File: config.mk
export PLATFORM = sky130hd
export DESIGN_NAME = pad_select_mux
export DESIGN_NICKNAME = d
export VERILOG_FILES = /design/src/rtl/pad_mux_pkg.sv /design/src/rtl/pad_sync.sv /design/src/rtl/pad_sel_latch.sv /design/src/rtl/pad_group_mux.sv /design/src/rtl/pad_select_mux.sv
export SDC_FILE = /design/constraint.sdc
export NUM_CORES = 1
export LEC_CHECK = 0
export BUFFER_PORTS_ARGS = -buffer_cell sky130_fd_sc_hd__buf_2
export CELL_PAD_IN_SITES_DETAIL_PLACEMENT = 0
export CELL_PAD_IN_SITES_GLOBAL_PLACEMENT = 1
export CORE_UTILIZATION = 31
export DETAILED_ROUTE_END_ITERATION = 7
export HOLD_SLACK_MARGIN = 0.06
export PLACE_DENSITY = 0.76
export SLEW_MARGIN = 40
export SYNTH_ARGS = -nofsm -noshare
export SYNTH_HDL_FRONTEND = slang
export SYNTH_SLANG_ARGS = --single-unit
File: constraint.sdc
create_clock -name clk -period 0.9 [get_ports clk]
set_input_delay 0.045 -clock clk [delete_from_list [all_inputs] [get_ports clk]]
set_output_delay 0.045 -clock clk [all_outputs]
set_load 0.02 [all_outputs]
File: src/rtl/pad_mux_pkg.sv
package pad_mux_pkg;
   localparam int BTN_N = 8;
   localparam int RD_W  = 7;

   typedef struct packed {
      logic start;
      logic c;
      logic b;
      logic a;
      logic right;
      logic left;
      logic down;
      logic up;
   } btn_t;

   localparam logic [RD_W-1:0] RD_IDLE_LOW = 7'h33;
endpackage

File: src/rtl/pad_sync.sv
module pad_sync #(
   parameter int WIDTH  = 8,
   parameter int STAGES = 2
) (
   input  logic             clk,
   input  logic             rst_n,
   input  logic [WIDTH-1:0] din,
   output logic [WIDTH-1:0] dout
);
   generate
      if (STAGES == 0) begin : g_bypass
         assign dout = din;
      end else begin : g_chain
         logic [WIDTH-1:0] stg [STAGES];
         always_ff @(posedge clk or negedge rst_n) begin
            if (!rst_n) stg[0] <= '0;
            else        stg[0] <= din;
         end
         for (genvar i = 1; i < STAGES; i++) begin : g_stage
            always_ff @(posedge clk or negedge rst_n) begin
               if (!rst_n) stg[i] <= '0;
               else        stg[i] <= stg[i-1];
            end
         end
         assign dout = stg[STAGES-1];
      end
   endgenerate
endmodule

File: src/rtl/pad_sel_latch.sv
module pad_sel_latch (
   input  logic clk,
   input  logic rst_n,
   input  logic load,
   input  logic sel_in,
   output logic sel_q
);
   always_ff @(posedge clk or negedge rst_n) begin
      if (!rst_n)    sel_q <= 1'b0;
      else if (load) sel_q <= sel_in;
   end
endmodule

File: src/rtl/pad_group_mux.sv
module pad_group_mux
   import pad_mux_pkg::*;
(
   input  logic            sel,
   input  btn_t            btn,
   output logic [RD_W-1:0] rd
);
   always_comb begin
      if (sel) begin
         rd = {1'b1, ~btn.c, ~btn.b, ~btn.right, ~btn.left, ~btn.down, ~btn.up};
      end else begin
         rd = {1'b0, ~btn.start, ~btn.a, 2'b00, ~btn.down, ~btn.up};
      end
   end
endmodule

File: src/rtl/pad_select_mux.sv
module pad_select_mux
   import pad_mux_pkg::*;
#(
   parameter int SYNC_STAGES = 2,
   parameter int WR_W        = 8,
   parameter int SEL_BIT     = 6
) (
   input  logic            clk,
   input  logic            rst_n,
   input  logic            btn_up,
   input  logic            btn_down,
   input  logic            btn_left,
   input  logic            btn_right,
   input  logic            btn_a,
   input  logic            btn_b,
   input  logic            btn_c,
   input  logic            btn_start,
   input  logic            wr_stb,
   input  logic [WR_W-1:0] wr_data,
   output logic [RD_W-1:0] rd_data
);
   generate
      if (SEL_BIT < 0 || SEL_BIT >= WR_W) begin : g_bad_sel
         $error("SEL_BIT must index inside wr_data");
      end
      if (SYNC_STAGES < 0 || SYNC_STAGES > 8) begin : g_bad_sync
         $error("SYNC_STAGES must lie in 0..8");
      end
   endgenerate

   btn_t raw_btn;
   btn_t syn_btn;
   logic th_q;
   logic unused_wr;

   assign raw_btn = '{start: btn_start, c: btn_c, b: btn_b, a: btn_a,
                      right: btn_right, left: btn_left, down: btn_down, up: btn_up};
   assign unused_wr = ^wr_data;

   pad_sync #(.WIDTH(BTN_N), .STAGES(SYNC_STAGES)) u_sync (
      .clk  (clk),
      .rst_n(rst_n),
      .din  (raw_btn),
      .dout (syn_btn)
   );

   pad_sel_latch u_sel (
      .clk   (clk),
      .rst_n (rst_n),
      .load  (wr_stb),
      .sel_in(wr_data[SEL_BIT]),
      .sel_q (th_q)
   );

   pad_group_mux u_mux (
      .sel(th_q),
      .btn(syn_btn),
      .rd (rd_data)
   );
endmodule

==> flow_summary_export.csv, run 1 <==
group,metric,value,unit
status,status,"finished with violations",
status,violations,"negative setup slack",
place,place_congestion,0.606,
power_and_ir_drop,peakVddDrop,0.000888,V
clock_tree,clkSinkCount,17,
synth,syn_area_per_cell,19.4,um^2
synth,synthArstFlopShare,100,%
cells_and_area,multi_input_area,43.8,um^2
global_route,gr-total-overflow,0,
synth,syn_nets,44,
routing,drt-initial-drc-count,0,
cells_and_area,final_nets,78,
clock_tree,cts_inserted_buffers,3,
sta,hold_violations,0,
synth,seq_area_frac_synth,87.9,%
clock_tree,cts_tree,"built",
routing,wl_met2,342,um
power_and_ir_drop,switchingPower,0.000277,W
synth,synthDistinctLibCells,6,
critical_path,cp.required,850,ps
critical_path,r2r_end,"u_sel.sel_q$_DFFE_PN0P_",
place,pre_cts_ws,53.5,ps
sta,max_slew_margin,77.3,%
clock_tree,h-tree-depth,1,
routing,dr.max_layer_used,"met3",
clock_tree,path_clk_slew,80,ps
power_and_ir_drop,p_int,0.00108,W
sta,fmax,0.923,GHz
global_route,track_usage,8.91,%
synth,netlist_instances,25,
global_route,grt_pass1_wl,1.08,mm
place,numPortBuffers,18,
power_and_ir_drop,p_leak,0.374,nW
sta,setup_violations,5,
routing,routed_wl,609,um
sta,rsz0062_at_grt,"yes",
die,die_x,41.5,um
synth,yosysTopAreaCellShare,87.9,%
cells_and_area,areaGrowthSynthToFinish,56.1,%
die,dieHeight,41.5,um
sta,holdWs,209,ps
place,placed_area,586,um^2
cells_and_area,fillers,115,
sta,clock_skew,0.437,ps
routing,drc,0,
die,io_pins,26,
cells_and_area,n_antenna_cell,0,
power_and_ir_drop,comb_power_share,12.9,%
clock_tree,worst_skew_pair.late_latency,270,ps
clock_tree,root_buffer,"clkbuf_4",
synth,ys_warn_count,0,
clock_tree,ctsLongestPathBuffers,2,
global_route,antenna_found_initial,0,
cells_and_area,drive_above_1_share,41.4,%
die,start_util,35.0,%
sta,finalWorstSetupSlack,-184,ps
power_and_ir_drop,p_per_area,1790,nW/um^2
power_and_ir_drop,pwr-share-seq,60.5,%
critical_path,reg2reg_slack,70,ps
global_route,grt_max_degree,18,
worst_hold_path,hp-class,"in2async",
critical_path,ff2ff_path_depth,1,
sta,period_share,120,%
critical_path,critPathMaxFanout,6,
routing,drt-met1-wl,221,um
synth,netlist_top_cells_count,"dfrtp_1 (17), inv_1 (2), mux2i_1 (2), nor2b_1 (2)",
die,fp.coreArea,1380,um^2
synth,synth-edff-count,0,
synth,synth_seq_cells,17,
power_and_ir_drop,total_power,0.00136,W
sta,max_slew.worst_pin.slew,341,ps
routing,num_vias,282,
die,die-area,1720,um^2
routing,ant_nets,0,
critical_path,endpoint_kind,"primary output",
synth,synth_area_leaders,"dfrtp_1 (88%), mux2i_1 (4.1%), nor2b_1 (2.6%)",
cells_and_area,fin_area,756,um^2
cells_and_area,register_area,427,um^2
routing,post_drt_via_cell_ratio,3.86,
run,cap_violations,0,
power_and_ir_drop,clockPowerShare,26.6,%
synth,synth_most_common_cell,"dfrtp_1",
power_and_ir_drop,p_sw_share,20.4,%
critical_path,worstSetupStartpointType,"register",
critical_path,worstSetupPathType,"reg2out",
synth,yosys.area.top_type,"dfrtp_1",
global_route,grt_pass1_vias,297,
sta,fin_crit,1080,ps
critical_path,reg2reg_from,"u_sel.sel_q$_DFFE_PN0P_",
routing,wl_met3,45,um
die,rows,13,
synth,syn_area,484,um^2
critical_path,arrival,1040,ps
sta,slew_violations,0,
routing,dr.pass1.iters,1,
synth,synth_ff_type,"dfrtp_1",
routing,wire_per_inst,8.34,um
==> flip-flops by register name (all words and copies together), names as in the netlist <==
name	count
u_sync.g_chain.stg	8
u_sync.dout	8
u_sel.sel_q	1
==> power groups by stage <==
stage | Clock [W] | Combinational, W | Sequential, W
3_5_place_dp | 0 | 0.000113 | 0.000835
6_report | 0.000360 | 0.000175 | 0.000820
5_1_grt | 0.000441 | 0.000189 | 0.000826
3_3_place_gp | 0 | 0.000112 | 0.000834
2_1_floorplan | 0 | 0.0000604 | 0.000832
4_1_cts | 0.000387 | 0.000168 | 0.000820
==> critical path: stages, from the launching register on <==
cell and delay, ps:
dfrtp_2 420, mux2i_1 190, buf_4 160
==> layout make-up <==
cell class,instances,share of cell area (%)
Multi-Input combinational cell,5,5.79
Tap cell,15,2.48
Inverter,2,0.993
Timing Repair Buffer,30,30.8
Clock buffer,4,3.48
Sequential cell,17,56.5
==> cell families (layout without fill, tap and decap cells) <==
group,Yosys count,in the layout,synth area share [%]
DFF,17,17,87.9
muxes,3,3,6.46
and+or+nand+nor,2,2,2.58
buffers and inverters,3,36,3.10
==> per-layer routing <==
metal / up-vias / track usage, %
met5: - / 0
met2: 17 / 15.9
li1: 142 / -
met1: 123 / 7.89
met3: 0 / 3.91
met4: 0 / 5.81
==> repair_timing <==
item,in CTS,in global routing
setup buffers,1,0
hold buffers,11,0
setup endpoints to repair,5,7
resized for setup,6,4
hold endpoints to repair,26,0
==> per-stage QoR <==
step           utilization (%)  setup TNS, ps  cells
2_1_floorplan                -              0     25
3_3_place_gp              42.4              0     57
3_5_place_dp              42.4              0     57
4_1_cts                   53.8           -920     73
5_1_grt                   54.7          -1180     73
6_report                  54.7           -781     73
==> cells in the final DEF (no fill, tap or decap) <==
cell	count
nor2b_1	2
buf_6	2
clkbuf_4	3
buf_2	11
clkbuf_1	1
dfrtp_1	16
mux2i_1	2
mux2_2	1
inv_1	2
buf_4	6
dfrtp_2	1
dlygate4sd3_1	11
==> worst max path at each step <==
| stage | start | to | slack [ps] |
|---|---|---|---|
| after floorplan | u_sel.sel_q$_DFFE_PN0P_ | rd_data[4] | 10 |
| after global placement | u_sel.sel_q$_DFFE_PN0P_ | rd_data[4] | 60 |
| after detailed placement | u_sel.sel_q$_DFFE_PN0P_ | rd_data[5] | 50 |
| after global routing | u_sel.sel_q$_DFFE_PN0P_ | rd_data[5] | -270 |
| after CTS | u_sel.sel_q$_DFFE_PN0P_ | rd_data[5] | -220 |
| final | u_sel.sel_q$_DFFE_PN0P_ | rd_data[4] | -180 |
No activity file was read; power rests on OpenSTA's default activity.
==> run 2, diff against run 1 <==
--- a/config.mk
+++ b/config.mk
@@ -8,6 +8,7 @@
 export BUFFER_PORTS_ARGS = -buffer_cell sky130_fd_sc_hd__buf_2
 export CELL_PAD_IN_SITES_DETAIL_PLACEMENT = 0
 export CELL_PAD_IN_SITES_GLOBAL_PLACEMENT = 1
+export CORE_MARGIN = 2
 export CORE_UTILIZATION = 31
 export DETAILED_ROUTE_END_ITERATION = 7
 export HOLD_SLACK_MARGIN = 0.06
==> flow_summary_export.csv, run 2 (synthesis results as in run 1) <==
group,metric,value,unit
status,status,"finished with violations",
status,violations,"negative setup slack",
global_route,grt_max_degree,18,
cells_and_area,areaGrowthSynthToFinish,57.6,%
clock_tree,cts_inserted_buffers,3,
clock_tree,root_buffer,"clkbuf_4",
critical_path,ff2ff_path_depth,2,
sta,setup_violations,6,
sta,clock_skew,2.03,ps
critical_path,cp.required,850,ps
routing,num_vias,280,
clock_tree,ctsLongestPathBuffers,2,
place,numPortBuffers,18,
worst_hold_path,hp-class,"in2async",
sta,fmax,0.928,GHz
critical_path,slowest_stage,"dfrtp_2",
cells_and_area,register_area,427,um^2
critical_path,worstSetupPathType,"reg2out",
critical_path,reg2reg_from,"u_sel.sel_q$_DFFE_PN0P_",
sta,rsz0062_at_grt,"yes",
critical_path,path_delay_family,"flip-flops",
cells_and_area,drive_above_1_share,44.8,%
place,place_congestion,0.610,
sta,fin_crit,1080,ps
run,cap_violations,0,
clock_tree,h-tree-depth,1,
clock_tree,path_clk_slew,80,ps
die,dieHeight,43.5,um
sta,period_share,120,%
routing,routed_wl,637,um
sta,hold_violations,0,
die,die_x,43.5,um
critical_path,worstSetupStartpointType,"register",
die,fp.coreArea,1490,um^2
cells_and_area,n_antenna_cell,0,
global_route,track_usage,7.73,%
critical_path,critPathLaunch,"u_sel.sel_q$_DFFE_PN0P_",
sta,holdWs,205,ps
sta,finalWorstSetupSlack,-177,ps
die,rows,14,
critical_path,crit_path_cell_trace,"mux2i_1, buf_4",
sta,max_slew_margin,76.7,%
place,pre_cts_ws,48.2,ps
power_and_ir_drop,peakVddDrop,0.000987,V
global_route,gr-total-overflow,0,
die,io_pins,26,
clock_tree,cts_tree,"built",
sta,max_slew.worst_pin.slew,350,ps
routing,dr.pass1.iters,1,
routing,ant_nets,0,
critical_path,critPathMaxStageDelay,410,ps
place,placed_area,587,um^2
routing,drc,0,
critical_path,critPathBufInv,1,
cells_and_area,final_nets,78,
global_route,grt_pass1_vias,272,
sta,slew_violations,0,
cells_and_area,layout_commonest_cell,"dfrtp_1",
power_and_ir_drop,p_per_area,1790,nW/um^2
cells_and_area,mostFrequentLayoutCells,"dfrtp_1 (16), dlygate4sd3_1 (11), buf_2 (11)",
power_and_ir_drop,p_leak,0.374,nW
routing,post_drt_via_cell_ratio,3.78,
routing,wire_per_inst,8.61,um
global_route,grt_pass1_wl,1.03,mm
global_route,antenna_found_initial,0,
critical_path,endpoint_kind,"primary output",
critical_path,critPathMaxFanout,5,
die,die-area,1890,um^2
critical_path,crit_cells,2,
clock_tree,worst_skew_pair.late_latency,270,ps
routing,drt-initial-drc-count,0,
die,start_util,32.5,%
critical_path,arrival,1030,ps
clock_tree,clkSinkCount,17,
cells_and_area,fin_area,763,um^2
cells_and_area,multi_input_area,46.3,um^2
cells_and_area,fillers,122,
[run 2: final timing paths]
check                      slack, ps                        to
min in group clk                 350  u_sync.dout[0]$_DFF_PN0_
setup / recovery                -180                rd_data[5]
max in group asynchronous        420   u_sel.sel_q$_DFFE_PN0P_
hold reg to reg                  350  u_sync.dout[0]$_DFF_PN0_
setup reg to reg                 -40   u_sel.sel_q$_DFFE_PN0P_
hold / removal                   200  u_sync.dout[2]$_DFF_PN0_
[run 2: layout make-up]
class,instances,area share [%]
Tap cell,16,2.62
Timing Repair Buffer,30,31.0
Sequential cell,17,55.9
Multi-Input combinational cell,5,6.07
Clock buffer,4,3.44
Inverter,2,0.984
[run 2: repair_timing]
item / in CTS / in global routing
hold buffers: 11 / 0
endpoints found under the setup margin: 5 / 8
hold endpoints to repair: 26 / 0
gates resized for setup: 5 / 8
buffers inserted: 1 / 0
[run 2: metal layers]
metal / part of all wire [%] / GRT usage [%] / routed length (um) / vias to the layer above
li1: - / - / - / 142
met1: 43 / 9.09 / 274 / 125
met2: 48 / 10.7 / 306 / 13
met3: 8.8 / 4.17 / 56 / 0
met4: 0 / 5.45 / 0 / 0
met5: 0 / 0 / 0 / -
[run 2: power breakdown]
part | total (W) | internal, W | switching, W | leakage (nW)
Clock | 0.000370 | 0.000172 | 0.000199 | 0.0150
Combinational | 0.000179 | 0.000104 | 0.0000745 | 0.162
Sequential | 0.000820 | 0.000805 | 0.0000160 | 0.197
Total | 0.00137 | 0.00108 | 0.000289 | 0.374
[run 2: per-stage QoR]
step / total power, W / utilization [%] / std cells / TNS, ps
after global routing: 0.00145 / 51.3 / 74 / -1150
after CTS: 0.00138 / 49.9 / 74 / -1020
after global placement: 0.000947 / 39.4 / 58 / 0
after detailed placement: 0.000951 / 39.4 / 58 / 0
final: 0.00137 / 51.3 / 74 / -826
after floorplan: 0.000892 / - / 25 / 0
==> run 3, diff against run 2 <==
--- a/config.mk
+++ b/config.mk
@@ -5,14 +5,16 @@
 export SDC_FILE = /design/constraint.sdc
 export NUM_CORES = 1
 export LEC_CHECK = 0
-export BUFFER_PORTS_ARGS = -buffer_cell sky130_fd_sc_hd__buf_2
 export CELL_PAD_IN_SITES_DETAIL_PLACEMENT = 0
 export CELL_PAD_IN_SITES_GLOBAL_PLACEMENT = 1
-export CORE_MARGIN = 2
-export CORE_UTILIZATION = 31
+export CORE_AREA = 2 2 39 41
+export CTS_CLUSTER_DIAMETER = 40
 export DETAILED_ROUTE_END_ITERATION = 7
+export DIE_AREA = 0 0 41 43
+export DONT_BUFFER_PORTS = 1
 export HOLD_SLACK_MARGIN = 0.06
-export PLACE_DENSITY = 0.76
+export PLACE_DENSITY = 0.66
+export RECOVER_POWER = 25
 export SLEW_MARGIN = 40
 export SYNTH_ARGS = -nofsm -noshare
 export SYNTH_HDL_FRONTEND = slang
==> flow_summary_export.csv, run 3 (synthesis results as in run 1) <==
group,metric,value,unit
die,die-area,1760,um^2
routing,routed_wl,608,um
critical_path,arrival,1060,ps
die,fp.coreArea,1380,um^2
clock_tree,cts_inserted_buffers,3,
cells_and_area,n_antenna_cell,0,
sta,finalWorstSetupSlack,-200,ps
place,place_congestion,0.553,
cells_and_area,layout_commonest_cell,"dfrtp_1",
die,rows,14,
power_and_ir_drop,peakVddDrop,0.000856,V
sta,max_slew.worst_pin.slew,670,ps
cells_and_area,fin_cells,61,
sta,holdWs,237,ps
place,dp_cells,45,
critical_path,critPathMaxFanout,6,
global_route,grt_pass1_vias,230,
die,die_x,41,um
critical_path,worstSetupStartpointType,"register",
critical_path,endpoint,"rd_data[5]",
critical_path,r2r_end,"u_sel.sel_q$_DFFE_PN0P_",
die,io_pins,26,
critical_path,reg2reg_slack,70,ps
clock_tree,ctsLongestPathBuffers,2,
clock_tree,root_buffer,"clkbuf_4",
place,placed_area,534,um^2
power_and_ir_drop,p_leak,0.319,nW
run,cap_violations,0,
critical_path,critPathLaunch,"u_sel.sel_q$_DFFE_PN0P_",
routing,num_vias,234,
sta,clock_skew,2.94,ps
die,start_util,35.0,%
clock_tree,h-tree-depth,1,
power_and_ir_drop,p_per_area,1960,nW/um^2
status,status,"finished with violations",
sta,timing.setup.tns,-833,ps
clock_tree,path_clk_slew,80,ps
critical_path,cp.required,850,ps
routing,drc,0,
routing,post_drt_via_cell_ratio,3.84,
cells_and_area,fillers,129,
cells_and_area,drive_above_1_share,24.4,%
die,dieHeight,43,um
worst_hold_path,hp-class,"in2async",
status,violations,"negative setup slack",
critical_path,ff2ff_path_depth,1,
critical_path,reg2reg_from,"u_sel.sel_q$_DFFE_PN0P_",
sta,fmax,0.909,GHz
clock_tree,clkSinkCount,17,
cells_and_area,fin_area,683,um^2
sta,period_share,122,%
critical_path,endpoint_kind,"primary output",
global_route,track_usage,9.19,%
routing,dr.pass1.iters,2,
sta,fin_crit,1100,ps
global_route,antenna_found_initial,0,
cells_and_area,mostFrequentLayoutCells,"dfrtp_1 (16), dlygate4sd3_1 (11), buf_4 (5)",
global_route,grt_max_degree,18,
global_route,gr-total-overflow,0,
cells_and_area,final_nets,65,
global_route,grt_pass1_wl,910,um
place,numPortBuffers,0,
sta,max_slew_margin,55.2,%
routing,ant_nets,0,
cells_and_area,areaGrowthSynthToFinish,41.1,%
sta,rsz0062_at_grt,"yes",
critical_path,worstSetupPathType,"reg2out",
sta,hold_violations,0,
sta,slew_violations,0,
clock_tree,worst_skew_pair.late_latency,280,ps
routing,drt-initial-drc-count,2,
clock_tree,cts_tree,"built",
routing,wire_per_inst,9.97,um
sta,setup_violations,5,
[run 3: cell types whose count changed in the layout (fill, tap and decap cells not counted)]
cell     change
inv_2        -1
buf_2       -11
inv_1        +1
nor2b_2      -1
nor2b_1      +1
buf_6        -2
[run 3: layout make-up]
cell class / instances / area, um^2 / share of cell area, %
Sequential cell: 17 / 427 / 62.5
Timing Repair Buffer: 17 / 159 / 23.3
Multi-Input combinational cell: 5 / 43.8 / 6.41
Clock buffer: 4 / 26.3 / 3.85
Tap cell: 16 / 20.0 / 2.93
Inverter: 2 / 7.51 / 1.10
[run 3: timing repair]
action,4_1_cts,5_1_grt
pin swaps,0,0
cloned,0,0
hold buffers,11,0
endpoints found under the hold margin,26,0
setup endpoints to repair,5,5
resized for setup,2,0
buffers inserted,1,0
[run 3: report_power, final]
part / internal, W / switching [W]
combinational: 0.0000794 / 0.0000662
sequential: 0.000804 / 0.0000159
clock: 0.000172 / 0.000202
[run 3: metal layers]
metal / GRT usage, % / part of all wire (%)
met5: 0 / 0
met4: 12.0 / 5.6
met3: 4.71 / 10
met2: 10.9 / 48
met1: 9.52 / 37
[run 3: how the worst min path moves through the flow]
| stage | startpoint | end | slack, ps | cells after the start |
|---|---|---|---|---|
| final | rst_n | u_sync.dout[7]$_DFF_PN0_ | 240 | 1 |
| after floorplan | rst_n | u_sel.sel_q$_DFFE_PN0P_ | -250 | 0 |
| after global routing | rst_n | u_sync.dout[6]$_DFF_PN0_ | 290 | 1 |
| after detailed placement | rst_n | u_sync.g_chain.stg[8]$_DFF_PN0_ | -250 | 0 |
| after global placement | rst_n | u_sync.g_chain.stg[8]$_DFF_PN0_ | -250 | 0 |
| after CTS | rst_n | u_sync.dout[4]$_DFF_PN0_ | 250 | 1 |
[run 3: worst max-delay path, cell delays in order, from the launching register on]
cell and delay (ps):
dfrtp_2 420, mux2i_1 200, buf_4 160
[run 3: stage by stage]
stage	utilization [%]	worst slack (ps)	total power [W]
2_1_floorplan	-	11.8	0.000892
3_3_place_gp	38.6	84.0	0.000921
3_5_place_dp	38.6	39.2	0.000924
4_1_cts	49.4	-227	0.00135
5_1_grt	49.4	-287	0.00142
6_report	49.4	-200	0.00134
